## config.mk

```make
export PLATFORM = sky130hd
export DESIGN_NAME = dem_ctrl
export DESIGN_NICKNAME = d
export VERILOG_FILES = /design/src/rtl/dem_pkg.sv /design/src/rtl/dem_phase_sampler.sv /design/src/rtl/dem_run_counter.sv /design/src/rtl/dem_mode_fsm.sv /design/src/rtl/dem_ctrl.sv
export SDC_FILE = /design/constraint.sdc
export NUM_CORES = 1
export LEC_CHECK = 0
export CAP_MARGIN = 0
export CORE_AREA = 4 4 41 43
export DETAILED_ROUTE_END_ITERATION = 8
export DIE_AREA = 0 0 45 47
export PLACE_DENSITY_LB_ADDON = 0.12
export SYNTH_ARGS = -nofsm -noshare
export SYNTH_HDL_FRONTEND = slang
export SYNTH_SLANG_ARGS = --single-unit
export TNS_END_PERCENT = 30
```

## constraint.sdc

```tcl
create_clock -name clk_i -period 1.6 [get_ports clk_i]
set_input_delay 0.32 -clock clk_i [delete_from_list [all_inputs] [get_ports clk_i]]
set_output_delay 0.32 -clock clk_i [all_outputs]
set_load 0.01 [all_outputs]
```

## src/rtl/dem_pkg.sv

```systemverilog
package dem_pkg;
  typedef enum logic {
    MODE_CCM = 1'b0,
    MODE_DEM = 1'b1
  } dem_mode_e;
endpackage

```

## src/rtl/dem_phase_sampler.sv

```systemverilog
module dem_phase_sampler #(
  parameter int SAMPLE_DLY = 4
) (
  input  logic clk_i,
  input  logic rst_ni,
  input  logic pulse_i,
  input  logic lg_on_i,
  input  logic phase_pos_i,
  output logic smp_vld_o,
  output logic smp_pos_o
);
  localparam int DW = (SAMPLE_DLY > 1) ? $clog2(SAMPLE_DLY) : 1;
  localparam logic [DW-1:0] DLY_LAST = DW'(SAMPLE_DLY - 1);

  logic          lg_q;
  logic          armed_q;
  logic [DW-1:0] dly_q;
  logic          lg_rise;
  logic          capture;

  assign lg_rise = lg_on_i & ~lg_q;
  assign capture = armed_q & lg_on_i & (dly_q == DLY_LAST);

  always_ff @(posedge clk_i or negedge rst_ni) begin
    if (!rst_ni) begin
      lg_q    <= 1'b0;
      armed_q <= 1'b0;
      dly_q   <= '0;
    end else begin
      lg_q <= lg_on_i;
      if (lg_rise) begin
        armed_q <= 1'b1;
        dly_q   <= '0;
      end else if (armed_q) begin
        // gate dropped early or sample taken: disarm
        if (!lg_on_i || capture) armed_q <= 1'b0;
        else                     dly_q   <= dly_q + 1'b1;
      end
    end
  end

  always_ff @(posedge clk_i or negedge rst_ni) begin
    if (!rst_ni) begin
      smp_vld_o <= 1'b0;
      smp_pos_o <= 1'b0;
    end else if (capture) begin
      smp_vld_o <= 1'b1;
      smp_pos_o <= phase_pos_i;
    end else if (pulse_i) begin
      smp_vld_o <= 1'b0;
      smp_pos_o <= 1'b0;
    end
  end

  assert_sample_gate_on_R3: assert property (@(posedge clk_i) disable iff (!rst_ni)
    $rose(smp_vld_o) |-> $past(lg_on_i));
  assert_pos_needs_vld_R3: assert property (@(posedge clk_i) disable iff (!rst_ni)
    smp_pos_o |-> smp_vld_o);
endmodule

```

## src/rtl/dem_run_counter.sv

```systemverilog
module dem_run_counter #(
  parameter int ENTRY_RUN = 8,
  localparam int CW = $clog2(ENTRY_RUN + 1)
) (
  input  logic          clk_i,
  input  logic          rst_ni,
  input  logic          clr_i,
  input  logic          pulse_i,
  input  logic          qual_i,
  output logic [CW-1:0] cnt_o
);
  localparam logic [CW-1:0] CNT_MAX = CW'(ENTRY_RUN);

  always_ff @(posedge clk_i or negedge rst_ni) begin
    if (!rst_ni)                  cnt_o <= '0;
    else if (clr_i)               cnt_o <= '0;
    else if (pulse_i) begin
      if (!qual_i)                cnt_o <= '0;
      else if (cnt_o != CNT_MAX)  cnt_o <= cnt_o + 1'b1;
    end
  end

  assert_miss_clears_R4: assert property (@(posedge clk_i) disable iff (!rst_ni)
    (pulse_i && !qual_i) |=> (cnt_o == '0));
  assert_no_overflow_R4: assert property (@(posedge clk_i) disable iff (!rst_ni)
    cnt_o <= CNT_MAX);
  assert_clear_holds_R2: assert property (@(posedge clk_i) disable iff (!rst_ni)
    clr_i |=> (cnt_o == '0));
endmodule

```

## src/rtl/dem_mode_fsm.sv

```systemverilog
module dem_mode_fsm
  import dem_pkg::*;
#(
  parameter int ENTRY_RUN = 8,
  localparam int CW = $clog2(ENTRY_RUN + 1)
) (
  input  logic          clk_i,
  input  logic          rst_ni,
  input  logic          force_ccm_i,
  input  logic          pulse_i,
  input  logic          smp_vld_i,
  input  logic          smp_pos_i,
  input  logic [CW-1:0] cnt_i,
  output dem_mode_e     mode_o
);
  localparam logic [CW-1:0] CNT_ENTRY = CW'(ENTRY_RUN - 1);

  dem_mode_e mode_q, mode_d;
  logic      qual;
  logic      fwd_seen;

  assign qual     = smp_vld_i & smp_pos_i;
  assign fwd_seen = smp_vld_i & ~smp_pos_i;

  always_comb begin
    mode_d = mode_q;
    if (force_ccm_i) begin
      mode_d = MODE_CCM;
    end else if (pulse_i) begin
      unique case (mode_q)
        MODE_CCM: if (qual && cnt_i == CNT_ENTRY) mode_d = MODE_DEM;
        MODE_DEM: if (fwd_seen)                   mode_d = MODE_CCM;
        default:                                  mode_d = MODE_CCM;
      endcase
    end
  end

  always_ff @(posedge clk_i or negedge rst_ni) begin
    if (!rst_ni) mode_q <= MODE_CCM;
    else         mode_q <= mode_d;
  end

  assign mode_o = mode_q;

  assert_entry_after_run_R5: assert property (@(posedge clk_i) disable iff (!rst_ni)
    (mode_q == MODE_DEM && $past(mode_q) == MODE_CCM) |-> ($past(cnt_i) == CNT_ENTRY));
  assert_exit_on_fwd_R6: assert property (@(posedge clk_i) disable iff (!rst_ni)
    (mode_q == MODE_DEM && pulse_i && smp_vld_i && !smp_pos_i) |=> (mode_q == MODE_CCM));
  assert_hold_no_sample_R9: assert property (@(posedge clk_i) disable iff (!rst_ni)
    (mode_q == MODE_DEM && !force_ccm_i && pulse_i && !smp_vld_i) |=> (mode_q == MODE_DEM));
endmodule

```

## src/rtl/dem_ctrl.sv

```systemverilog
module dem_ctrl
  import dem_pkg::*;
#(
  parameter int ENTRY_RUN  = 8,
  parameter int SAMPLE_DLY = 4
) (
  input  logic clk_i,
  input  logic rst_ni,
  input  logic force_ccm_i,
  input  logic pulse_i,
  input  logic lg_on_i,
  input  logic phase_pos_i,
  output logic dem_o,
  output logic lg_off_req_o,
  output logic win_scale_o
);
  localparam int CW = $clog2(ENTRY_RUN + 1);

  logic          smp_vld;
  logic          smp_pos;
  logic [CW-1:0] run_cnt;
  dem_mode_e     mode;

  dem_phase_sampler #(.SAMPLE_DLY(SAMPLE_DLY)) u_sampler (
    .clk_i       (clk_i),
    .rst_ni      (rst_ni),
    .pulse_i     (pulse_i),
    .lg_on_i     (lg_on_i),
    .phase_pos_i (phase_pos_i),
    .smp_vld_o   (smp_vld),
    .smp_pos_o   (smp_pos)
  );

  dem_run_counter #(.ENTRY_RUN(ENTRY_RUN)) u_counter (
    .clk_i   (clk_i),
    .rst_ni  (rst_ni),
    .clr_i   (force_ccm_i),
    .pulse_i (pulse_i),
    .qual_i  (smp_vld & smp_pos),
    .cnt_o   (run_cnt)
  );

  dem_mode_fsm #(.ENTRY_RUN(ENTRY_RUN)) u_fsm (
    .clk_i       (clk_i),
    .rst_ni      (rst_ni),
    .force_ccm_i (force_ccm_i),
    .pulse_i     (pulse_i),
    .smp_vld_i   (smp_vld),
    .smp_pos_i   (smp_pos),
    .cnt_i       (run_cnt),
    .mode_o      (mode)
  );

  // pin level overrides the registered mode without waiting for an edge
  assign dem_o        = (mode == MODE_DEM) & ~force_ccm_i;
  assign win_scale_o  = dem_o;
  assign lg_off_req_o = dem_o & smp_vld & smp_pos;

  assert_force_ccm_R2: assert property (@(posedge clk_i) disable iff (!rst_ni)
    force_ccm_i |-> (!dem_o && !win_scale_o && !lg_off_req_o));
  assert_req_in_dem_R7: assert property (@(posedge clk_i) disable iff (!rst_ni)
    lg_off_req_o |-> dem_o);
  assert_req_drops_R7: assert property (@(posedge clk_i) disable iff (!rst_ni)
    (pulse_i && !lg_on_i) |=> !lg_off_req_o);
  assert_window_R8: assert property (@(posedge clk_i) disable iff (!rst_ni)
    win_scale_o == (mode == MODE_DEM && !force_ccm_i));
endmodule

```

==> results.tsv <==
stage	metric	value	unit
outcome	status	completed	
final_layout	finalNetCount	80	
place	gp_congestion	0.704	
synth	postSynthCellCount	56	
clocking	cts_setup_buffers	0	
synth	synthMuxAreaShare	1.89	%
detailed_routing	via_count	450	
synth	syn_area	596	um^2
synth	syn_area_per_cell	10.6	um^2
final_layout	fin_area	738	um^2
global_routing	grt_antenna_before_repair	0	
synth	synth_seq_cells	11	
die	core_area	1300	um^2
global_routing	grt_usage	13.5	%
clocking	htree_levels	1	
synth	synth_flop_cell	dfrtp_1	
worst_hold_path	hold_path.class	input port to async pin	
power_and_ir_drop	powerDensity	765	nW/um^2
die	placementRows	13	
final_layout	fill_cells	124	
place	dp_hpwl	833	um
synth	synth_compound_area_share	18.1	%
synth	synth_edf_count	0	
die	die_height	47	um
detailed_routing	drc	0	
worst_setup_path	cp-end-kind	output pin	
final_layout	layout_common_cells	11 x dfrtp_1, 5 x inv_1, 5 x nand3_1	
timing	tightest_slew	0.489	ns
worst_setup_path	cp_max_fo	4	
die	die_x	45	um
worst_setup_path	critical_path.max_stage_delay	0.45	ns
worst_setup_path	crit_path_start_kind	register	
clocking	cts_buffers	3	
synth	synth_xor_area_share	0	%
final_layout	areaGrowthSynthToFinish	23.9	%
timing	fin_crit	1.45	ns
detailed_routing	dr.pass1.iters	4	
synth	synth_fa_ha_area_share	6.30	%
synth	synth_cell_types	27	
timing	fin_skew	0.00259	ns
timing	setup_viol	0	
worst_setup_path	cp_top_family	flip-flops	
place	dp_slack	-0.296	ns
global_routing	grt_first_pass_wirelength	2.04	mm
timing	hold_violations	0	
clocking	postCtsHoldBufs	0	
worst_setup_path	cp.buffers_inverters	1	
synth	yosys_warnings	0	
final_layout	utilization	56.7	%
power_and_ir_drop	max-vdd-ir-drop	0.000510	V
clocking	cts_root_buf	clkbuf_4	
final_layout	final_common_cell	dfrtp_1	
worst_setup_path	critPathRequiredTime	1.28	ns
detailed_routing	wirelength	1.07	mm
worst_setup_path	worstSetupPathType	register to output pin	
global_routing	overflow	0	
run	drv_cap	0	
timing	drv_slew	0	
timing	slew_headroom	67.3	%
detailed_routing	wire_per_inst	12.6	um
final_layout	drive_gt1_share	21.4	%
die	io_pins	9	
die	initial_core_util	45.8	%
die	die-area	2120	um^2
timing	finalWorstSetupSlack	0.149	ns
clocking	clock_path_buffers	2	
worst_setup_path	crit_slowest_cell	dfrtp_1	
detailed_routing	vias_per_cell	5.29	
synth	ys_async_sr_fraction	100	%
synth	synth_simple_gate_area_share	23.1	%
detailed_routing	drt_iter0_drc	5	
worst_setup_path	crit_arrival	1.13	ns
timing	layout_worst_path_cycle_share	90.7	%
timing	max_freq	0.689	GHz
clocking	clkTransAtPathRegs	0.07	ns
power_and_ir_drop	p_leak	0.000369	uW
global_routing	grt_pass1_vias	457	
global_routing	grt_max_degree	12	
synth	synth_top_family_by_area	simple AND/OR/NAND/NOR gates	
synth	yosysSeqAreaShare	46.2	%
final_layout	antenna_cells_inserted	0	
worst_setup_path	crit_chain	nand3b_4 > nor2_1 > clkdlybuf4s15_2	
clocking	cts_tree	built	
synth	synth_fp_nets	65	
place	port_buffers	8	
place	place_area	709	um^2
detailed_routing	ant_nets	0	
clocking	insertion_delay	0.26	ns
clocking	cts_sinks	11	
timing	rsz0062_at_grt	false	
where the power goes:
part           internal [uW]  switching, uW  total (uW)
logic                   36.1           31.0        67.1
clock network           92.4           92.6         185
registers                296           17.2         313
cells by family (layout without fill, tap and decap cells):
logic type,after synthesis,count (layout)
and+or+nand+nor,22,22
AOI/OAI and AO/OA,13,13
DFF,11,11
buffers and inverters,6,20
adders and majority gates,3,3
muxes,1,1
Yosys cell counts, drive strengths merged, types with 2 or more instances:
cell type	number	share of area, %
dfrtp	11	46
inv	5	3.2
nand3	5	4.2
nor2	4	2.5
ha	3	6.3
nand2	3	1.9
nand2b	3	3.2
nand3b	2	4.6
o21a	2	2.5
o21ai	2	1.7
timing repair:
item,4_1_cts,5_1_grt
endpoints found under the setup margin,3,1
cloned,0,0
gates resized for setup,5,1
per-layer routing:
layer	part of all wire, %	vias to the layer above	global-route usage [%]
li1	-	232	-
met1	48	208	16.6
met2	46	8	20.9
met3	4.1	2	5.75
met4	1.0	0	5.26
met5	0	-	0
through the flow:
step	hold WS [ns]	total power (uW)	cells	TNS [ns]
2_1_floorplan	0.0244	349	56	0
3_3_place_gp	0.507	383	81	-0.760
5_1_grt	0.408	607	85	0
6_report	0.381	565	85	0
3_5_place_dp	0.519	386	81	-0.857
4_1_cts	0.394	578	85	0
final timing paths:
check / from / slack (ns) / endpoint / cells past startpoint
setup / recovery: u_sampler.smp_pos_o / 0.15 / lg_off_req_o / 3
hold / removal: rst_ni / 0.38 / u_sampler.dly_q[0] / 1
setup reg to reg: u_counter.cnt_o[0] / 0.30 / u_counter.cnt_o[0] / 5
hold reg to reg: u_sampler.lg_q / 0.53 / u_sampler.armed_q / 1
max in group asynchronous: rst_ni / 0.89 / u_counter.cnt_o[3] / 1
min in group clk_i: force_ccm_i / 0.44 / u_fsm.mode_o / 3
layout make-up:
type | count | area, um^2 | share of cell area, %
well taps | 15 | 18.8 | 2.54
clock inverters | 1 | 5.00 | 0.678
flip-flops and latches | 11 | 275 | 37.3
multi-input cells | 39 | 294 | 39.8
repair buffers | 11 | 104 | 14.1
inverters | 5 | 18.8 | 2.54
clock buffers | 3 | 22.5 | 3.05
sequential cells by signal, summed over array words and instances, names as in the netlist:
name,cells
u_counter.cnt_o,4
u_fsm.mode_o,1
u_sampler.armed_q,1
u_sampler.dly_q,2
u_sampler.lg_q,1
u_sampler.smp_pos_o,1
u_sampler.smp_vld_o,1
(Power assumes the default switching activity.)
